**src/rtl/fld_irq_pkg.sv**
```systemverilog
package fld_irq_pkg;
   // Field event bit positions in the status register
   localparam int unsigned EVT_BOT_BIT = 0;
   localparam int unsigned EVT_TOP_BIT = 1;
   localparam int unsigned NUM_EVT     = 2;

   // Register byte addresses
   localparam logic [7:0] ADR_STAT      = 8'h78;
   localparam logic [7:0] ADR_STAT_CLR  = 8'h7C;
   localparam logic [7:0] ADR_MASK_CLR  = 8'h88;
   localparam logic [7:0] ADR_MASK_SET  = 8'h8C;
endpackage

```
**src/rtl/fld_irq_status.sv**
```systemverilog
module fld_irq_status #(
   parameter int unsigned REG_W   = 16,
   parameter int unsigned NUM_EVT = 2
) (
   input  logic               clk,
   input  logic               rst_n,
   input  logic [NUM_EVT-1:0] evt_i,
   input  logic               clr_i,
   input  logic [REG_W-1:0]   clr_bits_i,
   output logic [REG_W-1:0]   stat_o
);
   generate
      if (NUM_EVT < 1 || NUM_EVT > REG_W) begin : g_bad_cfg
         $error("fld_irq_status: NUM_EVT must be within 1..REG_W");
      end
      for (genvar i = 0; i < REG_W; i++) begin : g_bit
         if (i < NUM_EVT) begin : g_live
            logic bit_q;
            always_ff @(posedge clk) begin
               if (!rst_n)
                  bit_q <= 1'b0;
               else if (evt_i[i])
                  bit_q <= 1'b1;       // a new event beats a clear in the same cycle
               else if (clr_i && clr_bits_i[i])
                  bit_q <= 1'b0;
            end
            assign stat_o[i] = bit_q;
         end else begin : g_rsvd
            assign stat_o[i] = 1'b0;
         end
      end
   endgenerate
endmodule

```
**src/rtl/fld_irq_mask.sv**
```systemverilog
module fld_irq_mask #(
   parameter int unsigned REG_W = 16
) (
   input  logic             clk,
   input  logic             rst_n,
   input  logic             set_i,
   input  logic             clr_i,
   input  logic [REG_W-1:0] bits_i,
   output logic [REG_W-1:0] mask_o
);
   logic [REG_W-1:0] mask_q;
   logic [REG_W-1:0] set_v;
   logic [REG_W-1:0] clr_v;

   always_comb begin
      set_v = set_i ? bits_i : '0;
      clr_v = clr_i ? bits_i : '0;
   end

   always_ff @(posedge clk) begin
      if (!rst_n)
         mask_q <= '0;
      else
         mask_q <= (mask_q & ~clr_v) | set_v;
   end

   assign mask_o = mask_q;
endmodule

```
**src/rtl/fld_irq_rdmux.sv**
```systemverilog
module fld_irq_rdmux #(
   parameter int unsigned REG_W  = 16,
   parameter int unsigned ADDR_W = 8
) (
   input  logic [ADDR_W-1:0] addr_i,
   input  logic [REG_W-1:0]  stat_i,
   input  logic [REG_W-1:0]  mask_i,
   output logic [REG_W-1:0]  rdata_o
);
   import fld_irq_pkg::*;
   localparam logic [ADDR_W-1:0] A_ST  = ADDR_W'(ADR_STAT);
   localparam logic [ADDR_W-1:0] A_SC  = ADDR_W'(ADR_STAT_CLR);
   localparam logic [ADDR_W-1:0] A_MC  = ADDR_W'(ADR_MASK_CLR);
   localparam logic [ADDR_W-1:0] A_MS  = ADDR_W'(ADR_MASK_SET);

   always_comb begin
      if (addr_i == A_ST || addr_i == A_SC)
         rdata_o = stat_i;
      else if (addr_i == A_MC || addr_i == A_MS)
         rdata_o = mask_i;
      else
         rdata_o = '0;
   end
endmodule

```
**src/rtl/fld_irq_ctrl.sv**
```systemverilog
module fld_irq_ctrl #(
   parameter int unsigned REG_W  = 16,
   parameter int unsigned ADDR_W = 8
) (
   input  logic              clk,
   input  logic              rst_n,
   input  logic              evt_bot_i,
   input  logic              evt_top_i,
   input  logic              reg_wr_i,
   input  logic [ADDR_W-1:0] reg_addr_i,
   input  logic [REG_W-1:0]  reg_wdata_i,
   output logic [REG_W-1:0]  reg_rdata_o,
   output logic              irq_o
);
   import fld_irq_pkg::*;

   generate
      if (ADDR_W < 8) begin : g_bad_addr
         $error("fld_irq_ctrl: ADDR_W must be at least 8");
      end
      if (REG_W < NUM_EVT) begin : g_bad_width
         $error("fld_irq_ctrl: REG_W too small for the field events");
      end
   endgenerate

   localparam logic [ADDR_W-1:0] A_SC = ADDR_W'(ADR_STAT_CLR);
   localparam logic [ADDR_W-1:0] A_MC = ADDR_W'(ADR_MASK_CLR);
   localparam logic [ADDR_W-1:0] A_MS = ADDR_W'(ADR_MASK_SET);

   logic [NUM_EVT-1:0] evt_vec;
   logic               wr_stat_clr;
   logic               wr_mask_clr;
   logic               wr_mask_set;
   logic [REG_W-1:0]   stat_q;
   logic [REG_W-1:0]   mask_q;

   always_comb begin
      evt_vec              = '0;
      evt_vec[EVT_BOT_BIT] = evt_bot_i;
      evt_vec[EVT_TOP_BIT] = evt_top_i;
   end

   assign wr_stat_clr = reg_wr_i && (reg_addr_i == A_SC);
   assign wr_mask_clr = reg_wr_i && (reg_addr_i == A_MC);
   assign wr_mask_set = reg_wr_i && (reg_addr_i == A_MS);

   fld_irq_status #(.REG_W(REG_W), .NUM_EVT(NUM_EVT)) u_status (
      .clk        (clk),
      .rst_n      (rst_n),
      .evt_i      (evt_vec),
      .clr_i      (wr_stat_clr),
      .clr_bits_i (reg_wdata_i),
      .stat_o     (stat_q)
   );

   fld_irq_mask #(.REG_W(REG_W)) u_mask (
      .clk    (clk),
      .rst_n  (rst_n),
      .set_i  (wr_mask_set),
      .clr_i  (wr_mask_clr),
      .bits_i (reg_wdata_i),
      .mask_o (mask_q)
   );

   fld_irq_rdmux #(.REG_W(REG_W), .ADDR_W(ADDR_W)) u_rdmux (
      .addr_i  (reg_addr_i),
      .stat_i  (stat_q),
      .mask_i  (mask_q),
      .rdata_o (reg_rdata_o)
   );

   assign irq_o = |(stat_q & mask_q);
endmodule

```
**config.mk**
```make
export PLATFORM = sky130hd
export DESIGN_NAME = fld_irq_ctrl
export DESIGN_NICKNAME = d
export VERILOG_FILES = /design/src/rtl/fld_irq_pkg.sv /design/src/rtl/fld_irq_status.sv /design/src/rtl/fld_irq_mask.sv /design/src/rtl/fld_irq_rdmux.sv /design/src/rtl/fld_irq_ctrl.sv
export SDC_FILE = /design/constraint.sdc
export NUM_CORES = 1
export LEC_CHECK = 0
export CORE_MARGIN = 2
export CORE_UTILIZATION = 40
export DETAILED_ROUTE_END_ITERATION = 10
export MAX_ROUTING_LAYER = met4
export PLACE_DENSITY = 0.87
export SYNTH_ARGS = -nofsm -noshare
export SYNTH_HDL_FRONTEND = slang
export SYNTH_SLANG_ARGS = --single-unit
```
**constraint.sdc**
```tcl
create_clock -name clk -period 1.4 [get_ports clk]
set_input_delay 0.28 -clock clk [delete_from_list [all_inputs] [get_ports clk]]
set_output_delay 0.28 -clock clk [all_outputs]
set_load 0.01 [all_outputs]
```
### After elaboration in Yosys (flattened, before gate mapping)

Index checks and enable logic that the tools add are counted.

* word-level logic and storage cells: 29
* output and inout port bits: 17
* bits in registers: 18
* input port bits: 29

* mux-type cells: 8
* bitwise operators: 4
* reductions and logical operators: 10
* equality and inequality tests: 4

Operators by type and width (number)
* $mux W16: 4
* $and A16 B16 Y16: 1
* $and A2 B16 Y16: 1
* $eq A8 B7 Y1 const B: 2
* $eq A8 B8 Y1 const B: 2
* $not A16 Y16: 1
* $or A16 B16 Y16: 1
* $reduce_or A16 Y1: 1
* $logic_and A1 B1 Y1: 5
* $mux W1: 4
* $reduce_bool A2 Y1: 2
* $logic_or A1 B1 Y1: 2

### Logic depth before layout (Yosys ltp)

* depth after elaboration: 6
* mapped depth: 5
* mapped depth without buffers: 3

### Cells and area by module

From an unflattened synthesis, not the netlist that was laid out.

* cells, all modules: 153
* area total of the unflattened synthesis: 1305.0 um2

Modules (own cells, without submodules)
* fld_irq_mask: instances 1, area each 674.4 um2, cells an instance 70, seq. area each 320.3 um2
* fld_irq_rdmux: instances 1, area each 275.3 um2, cells an instance 40, seq. area each 0.0 um2
* fld_irq_status: instances 1, area each 193.9 um2, cells an instance 25, seq. area each 40.0 um2
* fld_irq_ctrl: instances 1, area each 161.4 um2, cells an instance 18, seq. area each 0.0 um2

### Worst setup path before layout

No wires, ideal clock.

* path type: in2out
* start point: input reg_addr_i[6]
* end point: output reg_rdata_o[10]
* stages on the path: 3
* arrival: 1.068 ns
* slack: 0.052 ns
* required time: 1.120 ns
* buffers on the path: 1
* cells stage by stage: nor4b_4 -> clkbuf_1 -> and3_1

* cells in the longest elaborated chain, start to end: 4
* elaborated cells between the ends (all ways): 8
* those cells by class: 4 x eq/ne; 2 x mux; 2 x reduce/logical

RTL lines
* start: declaration: RTL line fld_irq_ctrl.sv:10 `input logic [ADDR_W-1:0] reg_addr_i,`
* $eq A8 B8 Y1: RTL line fld_irq_rdmux.sv:19 `else if (addr_i == A_MC || addr_i == A_MS)`
* $logic_or A1 B1 Y1: RTL line fld_irq_rdmux.sv:19
* $mux W16: RTL line fld_irq_rdmux.sv:19
* $mux W16 *: RTL line fld_irq_rdmux.sv:17 `if (addr_i == A_ST || addr_i == A_SC)`
* end: declaration: RTL line fld_irq_ctrl.sv:12 `output logic [REG_W-1:0] reg_rdata_o,`

Every way passes the cells marked *; elsewhere a longest branch is shown, timed or not.

### Worst setup path in the final report

* start point: input reg_addr_i[4]
* end point: output reg_rdata_o[1]

Same word-level chain as after synthesis.

==> reports/qor.log <==
INFO  critical_path  critical_path.n_buffers_inverters=5
INFO  status         status=complete, but fails checks
INFO  floorplan      placement_rows=18
INFO  route          detailedRoute.firstPassIterationCount=4
INFO  clock_network  tritoncts=yes
INFO  placement      hpwl=2090um
INFO  critical_path  worstPathRequired=1.12ns
INFO  final_layout   final_cell_count_no_fill=203
INFO  grt            maximum_number_of_pins_on_one_net_before_global_route_repair=19
INFO  placement      port-buffer-count=45
INFO  final_layout   area_growth=76.7%
INFO  clock_network  clock_tree.root_cell=sky130_fd_sc_hd__clkbuf_4
INFO  clock_network  clock_path_buffers=2
INFO  flow_run       count_of_max_cap_constraint_violations=0
INFO  critical_path  crit_type=input port to output pin
INFO  sta            final_critical_path_setup_slack=-0.232ns
INFO  critical_path  critPathMostFrequentCell=sky130_fd_sc_hd__buf_6
INFO  synthesis      synth-seq-cells=18
INFO  sta            final-max-slew-violation-count=0
INFO  floorplan      floorplan.io_pins=46
INFO  power          power_density=604nW/um^2
INFO  route          route.detailed.drc=0
INFO  floorplan      floorplan.core_area=2430um^2
INFO  route          detailroute.via_count=1231
INFO  critical_path  cp_max_fo=3
INFO  final_layout   multi_input_area=631um^2
INFO  critical_path  slowest_stage=sky130_fd_sc_hd__nor4b_4
INFO  sta            max-slew-margin-rel=0.785
INFO  clock_network  ctsHtreeMaxLevel=1
INFO  hold_path      min-delay-path-class=input port to flop
INFO  sta            finClkSkew=0ns
INFO  clock_network  cts_inserted_buffers=3
INFO  synthesis      syn-instance-count=112
INFO  grt            gr-usage-all-layers=0.290
INFO  clock_network  postCtsHoldBufs=0
INFO  sta            timing.fmax=613MHz
INFO  floorplan      fp.dieArea=2920um^2
INFO  clock_network  clkLatencyLatePin=0.30ns
INFO  floorplan      fp.dieH=54.1um
INFO  final_layout   drive_gt1_frac=0.462
INFO  sta            rsz0062_at_grt=yes
INFO  clock_network  clk_pin_slew_worst_paths=0.11ns
INFO  synthesis      synth_top_cells_by_area=sky130_fd_sc_hd__dfxtp_1 36%, sky130_fd_sc_hd__a41oi_1 14%, sky130_fd_sc_hd__and3_1 9.4%
INFO  placement      dp_cells=184
INFO  sta            timing_hold_violations_final=0
INFO  critical_path  cpPeakStageDelay=0.28ns
INFO  synthesis      synth_cell_types=22
INFO  sta            final_period_minus_worst_setup_slack=1.63ns
INFO  route          ant_nets=0
INFO  critical_path  timing.critical_path.cells=buf_6 -> nor4b_4 -> buf_4 -> buf_6 -> buf_6 -> a22oi_2 -> nor2b_1 -> buf_2
INFO  critical_path  regToRegSetupSlack=0.55ns
INFO  synthesis      netlist.top_cell.by_area=sky130_fd_sc_hd__dfxtp_1
INFO  critical_path  data_arrival_time_at_the_worst_slack_endpoint=1.35ns
INFO  critical_path  worst_setup_path_end_kind=output pin
INFO  power          peakVddDrop=541uV
INFO  sta            finalCritPeriodShare=1.17
INFO  route          wl=3910um
INFO  grt            global_route.overflow_total=0
INFO  grt            grt_pass1_wl=5880um
INFO  route          detail_route.iter0.violations=27
INFO  synthesis      syn-num-nets=141
INFO  synthesis      yosys_warnings=0
INFO  synthesis      synth_seq_area_share=0.360
INFO  floorplan      initial_utilization=0.412
INFO  final_layout   finish.utilization=0.728
INFO  sta            finalSetupViolations=16
INFO  final_layout   nFillCells=186
INFO  sta            hold_slack=0.565ns
INFO  clock_network  cts_sinks=18
INFO  status         violations=negative setup slack
INFO  synthesis      mappedNetlistArea=1000um^2
INFO  route          wl_per_cell=19.3um
INFO  critical_path  critical_path.top_delay_family=buffers and inverters
INFO  placement      gp_routability_congestion=0.750
INFO  final_layout   register_area=365um^2
INFO  grt            number_of_global_route_vias_before_repair=1220
INFO  power          cellLeakagePower=0.751nW
INFO  synthesis      netlist.area_leader.share=0.360
INFO  final_layout   antenna-diode-count=0
INFO  sta            worst_pin_slew=0.323ns
INFO  synthesis      avgSynthCellArea=8.95um^2
INFO  route          post_drt_via_cell_ratio=6.06
INFO  critical_path  start_kind=input port
INFO  floorplan      fp.dieW=54.1um
INFO  grt            grt_antenna_before_repair=0
INFO  final_layout   fin_nets=203
## cell type report
| cell class | instances | area share |
|---|---|---|
| repair buffers | 71 | 0.392 |
| clock buffers | 4 | 0.0205 |
| flip-flops and latches | 18 | 0.206 |
| inverters | 2 | 0.00424 |
| multi-input cells | 78 | 0.356 |
| well taps | 30 | 0.0212 |
## cells by family after synthesis
kind of cell,Yosys count,synth area share
buf+inv,16,0.0811
flops,18,0.360
simple gates,39,0.233
compound gates,39,0.326
## placed cells by master (no fill, tap or decap), drive strengths merged
cell | netlist | final
nor3b | 1 | 1
nand2 | 16 | 16
clkbuf | 5 | 5
and3 | 15 | 15
clkdlybuf4s50 | 0 | 21
and4 | 1 | 1
a31o | 16 | 16
inv | 2 | 2
nor2b | 3 | 3
dfxtp | 18 | 18
and2 | 1 | 1
o21ai | 2 | 2
buf | 9 | 49
a22o | 1 | 1
and4b | 1 | 1
nor4b | 1 | 1
a22oi | 2 | 2
a41oi | 16 | 16
a31oi | 2 | 2
## tightest hold or removal path: stages
cell	delay, ns
sky130_fd_sc_hd__clkdlybuf4s50_1	0.42
sky130_fd_sc_hd__inv_1	0.06
sky130_fd_sc_hd__a31oi_1	0.07
## what timing repair did
action,4_1_cts,5_1_grt
pin swaps,13,10
buffers inserted,13,3
resized for setup,126,12
endpoints found under the setup margin,33,33
hold endpoints to repair,0,0
cloned,3,0
## path summary, 6_finish.rpt
| kind | to | cells past startpoint | start |
|---|---|---|---|
| hold reg to reg | u_status.g_bit[1].g_live.bit_q | 2 | u_status.g_bit[1].g_live.bit_q |
| setup / recovery | reg_rdata_o[1] | 8 | reg_addr_i[4] |
| setup reg to reg | u_mask.mask_o[10] | 3 | u_mask.mask_o[10] |
| hold / removal | u_status.g_bit[1].g_live.bit_q | 3 | evt_top_i |
## cell usage after synthesis
cell type and count:
sky130_fd_sc_hd__dfxtp_1 18, sky130_fd_sc_hd__a41oi_1 16, sky130_fd_sc_hd__nand2_1 16, sky130_fd_sc_hd__and3_1 15
sky130_fd_sc_hd__a31o_1 10, sky130_fd_sc_hd__a31o_2 6, sky130_fd_sc_hd__buf_2 5, sky130_fd_sc_hd__clkbuf_1 5
sky130_fd_sc_hd__nor2b_1 3, sky130_fd_sc_hd__a22oi_1 2, sky130_fd_sc_hd__a31oi_1 2, sky130_fd_sc_hd__buf_4 2
sky130_fd_sc_hd__inv_1 2, sky130_fd_sc_hd__o21ai_0 2, sky130_fd_sc_hd__a22o_1 1, sky130_fd_sc_hd__and2_1 1
sky130_fd_sc_hd__and4_1 1, sky130_fd_sc_hd__and4b_1 1, sky130_fd_sc_hd__buf_1 1, sky130_fd_sc_hd__buf_6 1
sky130_fd_sc_hd__nor3b_2 1, sky130_fd_sc_hd__nor4b_4 1
## state kept, by name, indices dropped and copies added (netlist names)
signal and flops:
u_status.g_bit.g_live.bit_q 2, u_mask.mask_o 16
## report_power, final
part           total (mW)  leakage [nW]  switching (mW)  internal (mW)
Sequential          0.522         0.147         0.00441          0.517
Clock               0.334        0.0210           0.175          0.159
Combinational       0.214         0.583          0.0904          0.123
## through the flow
stage	area, um^2	power [mW]	setup TNS (ns)	setup WS [ns]
after global routing	1770	1.11	-3.58	-0.314
after global placement	1510	0.688	-24.31	-0.940
after floorplan	1000	0.578	0	0.0519
final	1770	1.07	-2.59	-0.232
after CTS	1730	1.06	-1.94	-0.190
after detailed placement	1510	0.692	-25.03	-0.955
## metal layers
layer,track usage,vias up,share of wire
li1,-,564,-
met1,0.360,585,0.38
met2,0.455,70,0.52
met3,0.0444,12,0.070
met4,0.146,0,0.021
met5,-,-,0
Power figures use the tool's default switching activity.
